<file path="src/rtl/cfw_pkg.sv">
package cfw_pkg;
  localparam logic [7:0] KEY_ARM  = 8'h55;
  localparam logic [7:0] KEY_FIRE = 8'hAA;

  typedef enum logic {SRC_EXT = 1'b0, SRC_INT = 1'b1} clk_src_e;

  function automatic logic pick_tick(input clk_src_e src, input logic ext_edge);
    return (src == SRC_INT) ? 1'b1 : ext_edge;
  endfunction
endpackage

</file>
<file path="src/rtl/cfw_stop_det.sv">
module cfw_stop_det #(
  parameter int WIN = 16
) (
  input  logic clk,
  input  logic rst,
  input  logic ext_clk,
  input  logic mon_en,
  output logic ext_rise,
  output logic stop_hit
);
  localparam int WW = (WIN > 1) ? $clog2(WIN) : 1;
  localparam logic [WW-1:0] WLAST = WW'(WIN - 1);

  logic [2:0]    smp_q;
  logic [WW-1:0] win_q;
  logic          seen_q;
  logic          hit_q;

  assign ext_rise = smp_q[1] & ~smp_q[2];
  assign stop_hit = hit_q;

  always_ff @(posedge clk) begin
    if (rst) begin
      smp_q  <= '0;
      win_q  <= '0;
      seen_q <= 1'b0;
      hit_q  <= 1'b0;
    end else begin
      smp_q <= {smp_q[1:0], ext_clk};
      if (!mon_en) begin
        win_q  <= '0;
        seen_q <= 1'b0;
        hit_q  <= 1'b0;
      end else begin
        win_q  <= (win_q == WLAST) ? '0 : win_q + 1'b1;
        seen_q <= (win_q == WLAST) ? 1'b0 : (seen_q | ext_rise);
        hit_q  <= (win_q == WLAST) && !(seen_q | ext_rise);
      end
    end
  end

  assert_hit_quiet_R2: assert property (@(posedge clk) disable iff (rst)
    hit_q |-> ($past(mon_en) && !$past(ext_rise)));
endmodule

</file>
<file path="src/rtl/cfw_clk_switch.sv">
module cfw_clk_switch #(
  parameter int DIV = 8
) (
  input  logic clk,
  input  logic rst,
  input  logic stop_hit,
  input  logic stop_clr,
  output logic clk_sel,
  output logic clk_en,
  output logic osc_stop
);
  import cfw_pkg::*;
  localparam int DW = (DIV > 1) ? $clog2(DIV) : 1;
  localparam logic [DW-1:0] DLAST = DW'(DIV - 1);

  clk_src_e      src_q;
  logic [DW-1:0] div_q;
  logic          en_q;
  logic          flag_q;

  always_ff @(posedge clk) begin
    if (rst) begin
      src_q  <= SRC_EXT;
      div_q  <= '0;
      en_q   <= 1'b1;
      flag_q <= 1'b0;
    end else begin
      if (stop_hit) src_q <= SRC_INT;
      if (src_q == SRC_INT) begin
        div_q <= (div_q == DLAST) ? '0 : div_q + 1'b1;
        en_q  <= (div_q == DLAST);
      end else begin
        div_q <= '0;
        en_q  <= 1'b1;
      end
      if (stop_hit)      flag_q <= 1'b1;
      else if (stop_clr) flag_q <= 1'b0;
    end
  end

  assign clk_sel  = (src_q == SRC_INT);
  assign clk_en   = en_q;
  assign osc_stop = flag_q;

  assert_sel_oneway_R3: assert property (@(posedge clk) disable iff (rst)
    (!$past(rst) && $past(clk_sel)) |-> clk_sel);
  assert_flag_sticky_R4: assert property (@(posedge clk) disable iff (rst)
    (!$past(rst) && $past(osc_stop) && !$past(stop_clr)) |-> osc_stop);
  assert_set_wins_R4: assert property (@(posedge clk) disable iff (rst)
    (!$past(rst) && $past(stop_hit)) |-> (osc_stop && clk_sel));
  assert_en_full_R5: assert property (@(posedge clk) disable iff (rst)
    !clk_sel |-> clk_en);
endmodule

</file>
<file path="src/rtl/cfw_key_unlock.sv">
module cfw_key_unlock (
  input  logic       clk,
  input  logic       rst,
  input  logic       wr_en,
  input  logic [7:0] wr_data,
  output logic       reload
);
  import cfw_pkg::*;
  logic armed_q;
  logic fire_q;

  always_ff @(posedge clk) begin
    if (rst) begin
      armed_q <= 1'b0;
      fire_q  <= 1'b0;
    end else begin
      fire_q <= wr_en && (wr_data == KEY_FIRE) && armed_q;
      if (wr_en) armed_q <= (wr_data == KEY_ARM);
    end
  end

  assign reload = fire_q;

  assert_fire_armed_R8: assert property (@(posedge clk) disable iff (rst)
    reload |-> ($past(armed_q) && $past(wr_en)));
endmodule

</file>
<file path="src/rtl/cfw_wdt_core.sv">
module cfw_wdt_core #(
  parameter int CNT_W   = 15,
  parameter int PRE_W   = 4,
  parameter int RST_LEN = 4
) (
  input  logic clk,
  input  logic rst,
  input  logic en,
  input  logic tick,
  input  logic reload,
  input  logic rst_mode,
  output logic rst_req,
  output logic irq
);
  localparam int RW = $clog2(RST_LEN + 1);
  localparam logic [RW-1:0] RLAST = RW'(RST_LEN - 1);

  logic [PRE_W-1:0] pre_q;
  logic [CNT_W-1:0] cnt_q;
  logic [RW-1:0]    rcnt_q;
  logic             rst_q;
  logic             irq_q;
  logic             uf;

  assign uf = en && !reload && tick && (pre_q == '1) && (cnt_q == '0);

  always_ff @(posedge clk) begin
    if (rst) begin
      pre_q  <= '0;
      cnt_q  <= '1;
      rcnt_q <= '0;
      rst_q  <= 1'b0;
      irq_q  <= 1'b0;
    end else begin
      if (!en || reload) begin
        pre_q <= '0;
        cnt_q <= '1;
      end else if (tick) begin
        pre_q <= pre_q + 1'b1;
        if (pre_q == '1) cnt_q <= cnt_q - 1'b1;
      end
      irq_q  <= uf && !rst_mode;
      rst_q  <= (uf && rst_mode) || (rcnt_q != '0);
      if (uf && rst_mode)     rcnt_q <= RLAST;
      else if (rcnt_q != '0)  rcnt_q <= rcnt_q - 1'b1;
    end
  end

  assign rst_req = rst_q;
  assign irq     = irq_q;

  assert_quiet_off_R10: assert property (@(posedge clk) disable iff (rst)
    (!$past(rst) && !$past(en)) |-> (!irq_q && !$rose(rst_q)));
  assert_rst_stretch_R9: assert property (@(posedge clk) disable iff (rst)
    $rose(rst_q) |=> rst_q);
  assert_out_excl_R9: assert property (@(posedge clk) disable iff (rst)
    !(rst_q && irq_q));
endmodule

</file>
<file path="src/rtl/clk_failsafe_wdt.sv">
module clk_failsafe_wdt #(
  parameter int WIN     = 16,
  parameter int DIV     = 8,
  parameter int CNT_W   = 15,
  parameter int PRE_W   = 4,
  parameter int RST_LEN = 4
) (
  input  logic       clk,
  input  logic       rst,
  input  logic       ext_clk,
  input  logic       mon_en,
  input  logic       wdt_en,
  input  logic       rst_mode,
  input  logic       wr_en,
  input  logic [7:0] wr_data,
  input  logic       stop_clr,
  output logic       clk_sel,
  output logic       sys_clk_en,
  output logic       osc_stop,
  output logic       wdt_rst_req,
  output logic       wdt_irq
);
  import cfw_pkg::*;

  logic ext_rise;
  logic stop_hit;
  logic reload;
  logic tick;

  cfw_stop_det #(.WIN(WIN)) u_det (
    .clk(clk), .rst(rst), .ext_clk(ext_clk), .mon_en(mon_en),
    .ext_rise(ext_rise), .stop_hit(stop_hit));

  cfw_clk_switch #(.DIV(DIV)) u_sw (
    .clk(clk), .rst(rst), .stop_hit(stop_hit), .stop_clr(stop_clr),
    .clk_sel(clk_sel), .clk_en(sys_clk_en), .osc_stop(osc_stop));

  cfw_key_unlock u_key (
    .clk(clk), .rst(rst), .wr_en(wr_en), .wr_data(wr_data), .reload(reload));

  assign tick = pick_tick(clk_sel ? SRC_INT : SRC_EXT, ext_rise);

  cfw_wdt_core #(.CNT_W(CNT_W), .PRE_W(PRE_W), .RST_LEN(RST_LEN)) u_core (
    .clk(clk), .rst(rst), .en(wdt_en), .tick(tick), .reload(reload),
    .rst_mode(rst_mode), .rst_req(wdt_rst_req), .irq(wdt_irq));

  assert_tick_int_R6: assert property (@(posedge clk) disable iff (rst)
    clk_sel |-> tick);
endmodule

</file>
<file path="config.mk">
export PLATFORM = sky130hd
export DESIGN_NAME = clk_failsafe_wdt
export DESIGN_NICKNAME = d
export VERILOG_FILES = /design/src/rtl/cfw_pkg.sv /design/src/rtl/cfw_stop_det.sv /design/src/rtl/cfw_clk_switch.sv /design/src/rtl/cfw_key_unlock.sv /design/src/rtl/cfw_wdt_core.sv /design/src/rtl/clk_failsafe_wdt.sv
export SDC_FILE = /design/constraint.sdc
export NUM_CORES = 1
export LEC_CHECK = 0
export BUFFER_PORTS_ARGS = -buffer_cell sky130_fd_sc_hd__buf_2
export CAP_MARGIN = 20
export CORE_ASPECT_RATIO = 1.1
export CORE_MARGIN = 4
export CORE_UTILIZATION = 40
export DETAILED_ROUTE_END_ITERATION = 8
export PLACE_DENSITY_LB_ADDON = 0.15
export SLEW_MARGIN = 25
export SYNTH_ARGS = -nofsm -noshare
export SYNTH_HDL_FRONTEND = slang
export SYNTH_HIERARCHICAL = 1
export SYNTH_SLANG_ARGS = --single-unit
</file>
<file path="constraint.sdc">
create_clock -name clk -period 3.2 [get_ports clk]
set_clock_uncertainty 0.15 [all_clocks]
set_input_delay 0.64 -clock clk [delete_from_list [all_inputs] [get_ports clk]]
set_output_delay 0.64 -clock clk [all_outputs]
set_load 0.02 [all_outputs]
</file>
# --- Word-level counts from Yosys, hierarchy flattened ---
# Cells that the tools add are included.
word_totals:
  register_bits: 41
  inputBits: 16
  output_inout_bits: 5
  elab_cells: 63
classes:
  addsub: 5
  eq_ne: 5
  muxes: 6
  n_bitwise: 5
  reduce_logical: 26
op_table:
  columns: ["operator", "n"]
  rows:
  - ["$logic_not 15->1", 1]
  - ["$sub 15x1->15 const B", 1]
  - ["$logic_and 1x1->1", 9]
  - ["$add 4x1->4 const B", 2]
  - ["$eq 4x4->1 const B", 2]
  - ["$eq 8x7->1 const B", 1]
  - ["$eq 8x8->1 const B", 1]
  - ["$reduce_or 2->1", 4]
  - ["$reduce_or 3->1", 2]
  - ["$logic_not 1->1", 4]
  - ["$mux 1", 4]
  - ["$mux 2", 2]
  - ["$reduce_bool 2->1", 2]
  - ["$add 3x1->3 const B", 1]
  - ["$eq 3x3->1 const B", 1]
  - ["$not 1->1", 3]
  - ["$reduce_bool 3->1", 1]
  - ["$sub 3x1->3 const B", 1]
  - ["$logic_or 1x1->1", 2]
  - ["$reduce_and 2->1", 1]
  - ["$and 1x1->1", 1]
  - ["$or 1x1->1", 1]

# --- Longest topological paths before layout ---
# Gate-level depths: netlist (run 1).
logic_depth:
  depth_word: 8
  ltp_mapped: 7
  ltp_nobuf: 6

# --- Cells and area by module ---
# Netlist (run 1), hierarchy kept.
by_module_without_submodules:
  columns: ["module", "n_inst", "cells_each", "area_each_um2", "seq_area_each_um2"]
  rows:
  - ["cfw_wdt_core", 1, 122, 1108.6, 480.5]
  - ["cfw_stop_det", 1, 28, 331.6, 180.2]
  - ["cfw_clk_switch", 1, 18, 202.7, 120.1]
  - ["cfw_key_unlock", 1, 11, 125.1, 40.0]
  - ["clk_failsafe_wdt", 1, 1, 6.3, 0.0]

# --- Least setup slack after synthesis (run 1) ---
# No wires, ideal clock.
synth_path:
  kind: "input port to flip-flop"
  startpoint: "input rst"
  endpoint: "register u_core.cnt_q[4]"
  arrival_time_ns: 1.558
  t_required_ns: 2.923
  slack_ns: 1.365
  stages: 3
  path_buffers: 1
  cell_sequence: "or3b_2 -> clkbuf_1 -> or3_1"
synth_via:
  elab_chain_cells: 1
synth_rtl:
  columns: ["item", "line", "source"]
  rows:
  - ["from (decl)", "clk_failsafe_wdt.sv:9", "input logic rst,"]
  - ["$reduce_or 2->1 (no line)", null, null]
  - ["to (signal assigned)", "cfw_wdt_core.sv:40", "if (pre_q == '1) cnt_q <= cnt_q - 1'b1;"]
  - ["to (decl)", "cfw_wdt_core.sv:19", "logic [CNT_W-1:0] cnt_q;"]
# No other way between the ends.
# A chain may end at the register's enable or synchronous reset.

# --- Final worst setup path (run 1) ---
layout_path:
  startpoint: "register u_det.smp_q[1]"
  endpoint: "register u_core.rcnt_q[2]"
layout_via:
  elab_chain_cells: 7
layout_rtl:
  columns: ["item", "line", "source"]
  rows:
  - ["from (decl)", "cfw_stop_det.sv:14", "logic [2:0] smp_q;"]
  - ["from (signal assigned)", "cfw_stop_det.sv:29", "smp_q <= {smp_q[1:0], ext_clk};"]
  - ["$and 1x1->1", "cfw_stop_det.sv:19", "assign ext_rise = smp_q[1] & ~smp_q[2];"]
  - ["via ext_rise", "clk_failsafe_wdt.sv:25", "logic ext_rise;"]
  - ["$mux 1", "cfw_pkg.sv:8", "return (src == SRC_INT) ? 1'b1 : ext_edge;"]
  - ["via tick", "clk_failsafe_wdt.sv:28", "logic tick;"]
  - ["$logic_and 1x1->1 (3 in series)", "cfw_wdt_core.sv:25", "assign uf = en && !reload && tick && (pre_q == '1) && (cnt_q == '0);"]
  - ["$logic_and 1x1->1", "cfw_wdt_core.sv:44", "if (uf && rst_mode) rcnt_q <= RLAST;"]
  - ["$reduce_or 2->1 (no line)", null, null]
  - ["to (signal assigned)", "cfw_wdt_core.sv:45", "else if (rcnt_q != '0) rcnt_q <= rcnt_q - 1'b1;"]
  - ["to (decl)", "cfw_wdt_core.sv:20", "logic [RW-1:0] rcnt_q;"]
# The timed path passes the listed nets, and every way through them passes these cells.

==> results.yml, run 1 <==
logic_synthesis:
  synth_edf_count: 0
  yosysSeqAreaShare: 0.463
  ys_ff_latch: 41
  synth_compound_area_frac: 0.0458
  syn_inst: 180
  postSynthAreaPerCell_um2: 9.86
  async_flop_share: 0
  syn-cell-area_mm2: 0.00177
  synth.yosys.warnings: 6
  ys_types: 44
  synth_xor_area_frac: 0.0691
  synthMuxAreaShare: 0.0113
  synthAdderAreaFrac: 0.0494
  synth-simple-area-share: 0.334
  ys.flop_type: "dfxtp_1"
  synth_top_family_by_area: "simple AND/OR/NAND/NOR gates"
  synth_nets: 203
floorplanning:
  die_y_um: 77.9
  start_util: 0.414
  ios: 21
  rows: 25
  chipWidth_um: 71.5
  dieArea_mm2: 0.00557
  core_mm2: 0.00429
sta:
  slew_headroom: 0.679
  layout_min_cycle_time_ns: 2.12
  setup_ws_ns: 1.08
  tns_ns: 0
  rsz0062_at_grt: "false"
  fmax_mhz: 471
  finalHoldViolations: 0
  worst_pin_slew_ns: 0.481
  slew_violations: 0
  setup_viol: 0
  layout_worst_path_cycle_share: 0.663
final_layout:
  areaGrowthSynthToFinish_pct: 14.9
  most-common-layout-cells: "41 x dfxtp_1, 20 x buf_2, 17 x nand2_1, 16 x nor2_1, 10 x xor2_1"
  final_common_cell: "dfxtp_1"
  insertedDiodeCount: 0
  drive_gt1_frac: 0.228
  fin_nets: 228
clock_network:
  cts_max_level: 2
  path_clk_slew_ns: 0.07
  cts_tree: "done"
  cts_resized: 0
  cts-root-buf: "clkbuf_8"
  cts_buffers: 5
  cts_hold_buf: 0
  cts.path.max_buffers: 2
  postCtsSetupBuffers: 0
  clock_sinks: 41
  insertion_delay_ns: 0.29
pwr:
  comb_power_share: 0.130
  sequentialPowerShare: 0.522
  p_sw_uw: 257
  internal-power_uw: 795
  total_power_mw: 1.05
  powerDensity_mw_per_mm2: 516
  ir_drop_mv: 0.200
  p_leak_nw: 0.846
  swShare: 0.245
  clkPwrFrac: 0.348
critical_path:
  slowest_delay_ns: 0.47
  start_kind: "flop"
  crit_slowest_cell: "and4_1"
  crit_type: "flop to flop"
  reg2reg_depth: 6
  critical_path.cell_chain: "nor2b_4 -> or2_1 -> and4_1 -> and2_1 -> nand4_1 -> nor3b_1"
  critPathArrivalTime_ns: 2.15
  cp_max_fo: 12
  cp.required_ns: 3.23
  cp-end-kind: "flop"
global_routing:
  gr-usage-all-layers: 0.131
  grt_pass1_vias: 1319
  overflow: 0
  grt_max_degree: 17
  antenna_found_initial: 0
  grt_pass1_wl_mm: 5.58
placed_design:
  routabilityCongestion: 0.867
  numPortBuffers: 20
  post-dp-hpwl_mm: 2.42
  dp_slack_ns: 1.08
routing:
  highest_layer: "met4"
  drtPass1Iterations: 4
  initialDrtViolationCount: 66
  vias: 1329
  wirelength_mm: 3.24
  viasPerCell: 5.11
  ant_nets: 0
  wl_met2_mm: 1.64
  wl_per_cell_um: 12.5
  met1_length_mm: 1.37
  wl_met3_um: 129
  drcViolationCount: 0
outcome:
  outcome: "completed"
job:
  drv_cap: 0
hold_path:
  hp-class: "flop to flop"
  hold_path_depth: 1
area by class of cell:
| type | instances | area, um^2 |
|---|---|---|
| fill | 386 | 2250 |
| multi-input combinational | 126 | 903 |
| sequential | 41 | 821 |
| timing repair buffer | 21 | 108 |
| clock buffer | 7 | 96.3 |
| tap | 54 | 67.6 |
| inverter | 10 | 37.5 |
| clock inverter | 1 | 5.00 |
registers in the layout, summed over array words and instances, names as in the netlist:
signal          count
u_det/win_q         4
u_sw/div_q          3
u_core/rcnt_q       3
u_det/stop_hit      1
u_key/reload        1
u_core/rst_req      1
u_key/armed_q       1
u_core/irq          1
u_det/seen_q        1
u_sw/clk_sel        1
u_sw/clk_en         1
u_core/cnt_q       15
u_det/smp_q         3
u_core/pre_q        4
u_sw/osc_stop       1
cells in the mapped netlist (2+ instances only):
cell type / instances / area (um^2)
and2_1: 3 / 18.8
a21oi_1: 5 / 25.0
and2b_2: 3 / 26.3
and4_1: 2 / 17.5
nor3b_1: 3 / 22.5
xor2_1: 10 / 87.6
nor2_1: 16 / 60.1
o21ai_0: 4 / 20.0
or3_1: 3 / 18.8
nor4_1: 3 / 18.8
xnor2_1: 4 / 35.0
nand4_1: 5 / 31.3
nor4_2: 2 / 25.0
nand3_1: 5 / 25.0
clkbuf_1: 2 / 7.51
a31oi_1: 3 / 18.8
nand2b_1: 2 / 12.5
inv_1: 9 / 33.8
nor3_1: 2 / 10.0
nand4b_1: 2 / 17.5
nand2_1: 17 / 63.8
nand4bb_1: 2 / 22.5
mux2i_1: 2 / 20.0
nand2b_4: 2 / 27.5
ha_1: 7 / 87.6
and4bb_1: 2 / 25.0
nor2_2: 3 / 18.8
dfxtp_1: 41 / 821
power groups by stage:
stage          Clock [mW]  Combinational, mW  Sequential, mW
2_1_floorplan           0             0.0954           0.564
3_3_place_gp            0              0.130           0.559
3_5_place_dp            0              0.136           0.561
4_1_cts             0.378              0.137           0.548
5_1_grt             0.398              0.154           0.552
6_report            0.367              0.137           0.549
routing by layer:
metal | vias to the layer above | global-route usage
met5 | - | 0
met4 | 0 | 0.102
met3 | 8 | 0.0337
met2 | 26 | 0.219
met1 | 620 | 0.136
li1 | 675 | -
stage by stage:
| stage | utilization | instance area, um^2 | cells | hold WS [ns] |
|---|---|---|---|---|
| after floorplan | - | 1770 | 180 | 0.257 |
| after global placement | 0.452 | 1940 | 252 | 0.272 |
| after detailed placement | 0.452 | 1940 | 252 | 0.280 |
| after CTS | 0.476 | 2040 | 260 | 0.293 |
| after global routing | 0.476 | 2040 | 260 | 0.308 |
| final | 0.476 | 2040 | 260 | 0.288 |
worst paths after layout:
path | end | start | slack (ns)
setup reg to reg | u_core/rcnt_q[2] | u_det/smp_q[1] | 1.08
hold / removal | u_sw/div_q[0] | u_sw/div_q[0] | 0.29
hold reg to reg | u_sw/div_q[0] | u_sw/div_q[0] | 0.29
setup / recovery | u_core/rcnt_q[2] | u_det/smp_q[1] | 1.08
critical path: cells and delay by family, from the launching register on:
family	cells	cell delay, ns
and+or+nand+nor	6	1.53
DFF	1	0.33
kinds of logic (layout without fill, tap and decap cells):
kind of cell,after synthesis,in the layout
adders and majority gates,7,7
DFF,41,41
and+or+nand+nor,89,89
muxes,2,2
xor gates and xnor gates,14,14
buffers and inverters,13,39
AOI/OAI and AO/OA,14,14
No activity file was read; power rests on OpenSTA's default activity.
==> inputs of run 2 (changes only) <==
Settings changed: ABC_AREA from default to 1.
Clock period 3.2 ns to 2 ns, I/O delays scaled along.
==> results.yml, run 2 <==
routing:
  met1_length_mm: 1.57
  wl_met2_mm: 1.44
  initialDrtViolationCount: 67
  viasPerCell: 4.57
  vias: 1495
  drcViolationCount: 0
  wl_per_cell_um: 9.62
  wirelength_mm: 3.15
  highest_layer: "met4"
  ant_nets: 0
  drtPass1Iterations: 4
  wl_met3_um: 71
logic_synthesis:
  synth.yosys.warnings: 6
  async_flop_share: 0
  ys_types: 30
  yosysSeqAreaShare: 0.440
  ys_ff_latch: 41
  synth_nets: 268
  synth_most_common_cell: "dfxtp_1"
  synth.area.top_cells: "dfxtp_1 44%, nand2_1 8.1%, inv_1 7.2%, nor2_1 7.0%, nand3_1 5.9%"
  yosysTopAreaCellShare: 0.440
  ys.flop_type: "dfxtp_1"
  postSynthAreaPerCell_um2: 7.61
  syn_inst: 245
  synth_edf_count: 0
  yosysTopAreaCell: "dfxtp_1"
  synthTopCellsByCount: "41 x dfxtp_1, 40 x nand2_1, 36 x inv_1"
  syn-cell-area_mm2: 0.00186
final_layout:
  fillCellCount: 433
  post-route-util: 0.483
  top_regs: "u_core/cnt_q: 15 flops, u_core/pre_q: 4 flops, u_det/win_q: 4 flops"
  fin_nets: 296
  fin_area_mm2: 0.00213
  drive_gt1_frac: 0.194
  largest_register: "u_core/cnt_q"
  final_common_cell: "dfxtp_1"
  multi_input_area_um2: 870
  most-common-layout-cells: "41 x dfxtp_1, 40 x nand2_1, 36 x inv_1, 35 x nor2_1, 22 x nand3_1"
  seqCellArea_um2: 821
  largest_reg_flops: 15
  insertedDiodeCount: 0
  areaGrowthSynthToFinish_pct: 14.2
clock_network:
  insertion_delay_ns: 0.28
  cts_buffers: 5
  cts_resized: 0
  postCtsSetupBuffers: 0
  clock_sinks: 41
  cts_tree: "done"
  cts_max_level: 2
  cts.path.max_buffers: 2
  path_clk_slew_ns: 0.07
  cts-root-buf: "clkbuf_8"
  cts_hold_buf: 0
floorplanning:
  chipWidth_um: 73.1
  die_y_um: 79.6
  rows: 25
  core_mm2: 0.00441
  start_util: 0.423
  ios: 21
  dieArea_mm2: 0.00582
critical_path:
  critPathArrivalTime_ns: 1.70
  reg2reg_depth: 11
  start_kind: "flop"
  critical_path.cell_chain: "inv_1 -> nor2_1 -> inv_1 -> nand2_1 -> nand2_2 -> nor2_8 -> nand2_2 -> nor2_4 -> nand3_1 -> nand2_1 -> nand3_1"
  cp-end-kind: "flop"
  cp.required_ns: 2.03
  cp_max_fo: 7
  worstSetupEndpoint: "u_core/cnt_q[11]"
  slowest_delay_ns: 0.31
  crit_type: "flop to flop"
  reg2reg_slack_ns: 0.32
  reg2reg_to: "u_core/cnt_q[11]"
  reg2reg_from: "u_det/smp_q[1]"
  crit_slowest_cell: "dfxtp_1"
  setup.worst_path.start: "u_det/smp_q[1]"
hold_path:
  hold_path_depth: 2
  hp-class: "primary input to flop"
sta:
  fmax_mhz: 596
  worst_pin_slew_ns: 0.290
  setup_ws_ns: 0.322
  layout_min_cycle_time_ns: 1.68
  tns_ns: 0
  slew_headroom: 0.806
  slew_violations: 0
  rsz0062_at_grt: "false"
  finalHoldViolations: 0
  setup_viol: 0
  holdWs_ns: 0.172
  layout_worst_path_cycle_share: 0.839
job:
  drv_cap: 0
placed_design:
  post-dp-hpwl_mm: 2.43
  numPortBuffers: 20
  dp_slack_ns: 0.306
  placedInstanceArea_mm2: 0.00204
  routabilityCongestion: 0.763
global_routing:
  overflow: 0
  antenna_found_initial: 0
  gr-usage-all-layers: 0.122
  grt_pass1_wl_mm: 5.66
  grt_pass1_vias: 1388
  grt_max_degree: 14
outcome:
  outcome: "completed"
pwr:
  p_leak_nw: 1.08
  powerDensity_mw_per_mm2: 765
  ir_drop_mv: 0.444
## run 2: changes by cell type after synthesis, sizes merged, moves of 4 or more
cell / previous run / this run
a21oi: 5 / 10
xor2: 10 / 1
inv: 10 / 44
nand2b: 4 / 0
nand2: 17 / 44
nand3: 5 / 24
nor3b: 4 / 0
nor4: 6 / 0
nor2: 19 / 42
o21ai: 4 / 12
## run 2: per-stage QoR
step,power [mW],cells
floorplan,1.06,245
global placement,1.12,320
detailed placement,1.13,320
CTS,1.67,327
global route,1.73,327
finish,1.63,327
## run 2: cell families (layout without fill, tap and decap cells)
family,count (synthesis),after routing,synth area share
simple gates,123,123,0.326
buf+inv,46,74,0.0933
mux,1,1,0.00537
compound gates,24,24,0.0745
fa+ha+maj,7,7,0.0470
flops,41,41,0.440
xor+xnor,3,3,0.0141
## run 2: area by class of cell
class	count	area share
multi-input cells	158	0.409
repair buffers	22	0.0541
flip-flops and latches	41	0.386
inverters	45	0.0794
clock buffers	7	0.0406
well taps	54	0.0317
## run 2: routing by layer
layer,vias up,GRT usage
li1,826,-
met1,646,0.153
met2,17,0.191
met3,6,0.0302
met4,0,0.0664
met5,-,0
## run 2: power breakdown
group / internal, mW / leakage, nW / switching, mW
clock network: 0.273 / 0.0443 / 0.248
registers: 0.860 / 0.333 / 0.0209
logic: 0.0963 / 0.701 / 0.129
## run 2: worst min-delay path by stage
stage / startpoint / endpoint / slack, ns
final: wr_en / u_key/armed_q / 0.17
after global routing: ext_clk / u_det/smp_q[0] / 0.17
after CTS: wr_en / u_key/armed_q / 0.15
after detailed placement: u_det/smp_q[0] / u_det/smp_q[1] / 0.25
after global placement: u_det/smp_q[0] / u_det/smp_q[1] / 0.25
after floorplan: u_det/smp_q[0] / u_det/smp_q[1] / 0.24
## run 2: critical path: cells and delay by family, from the launching register on
family        cells  cell delay [ns]
buf+inv           2             0.09
flops             1             0.31
simple gates      9             1.02
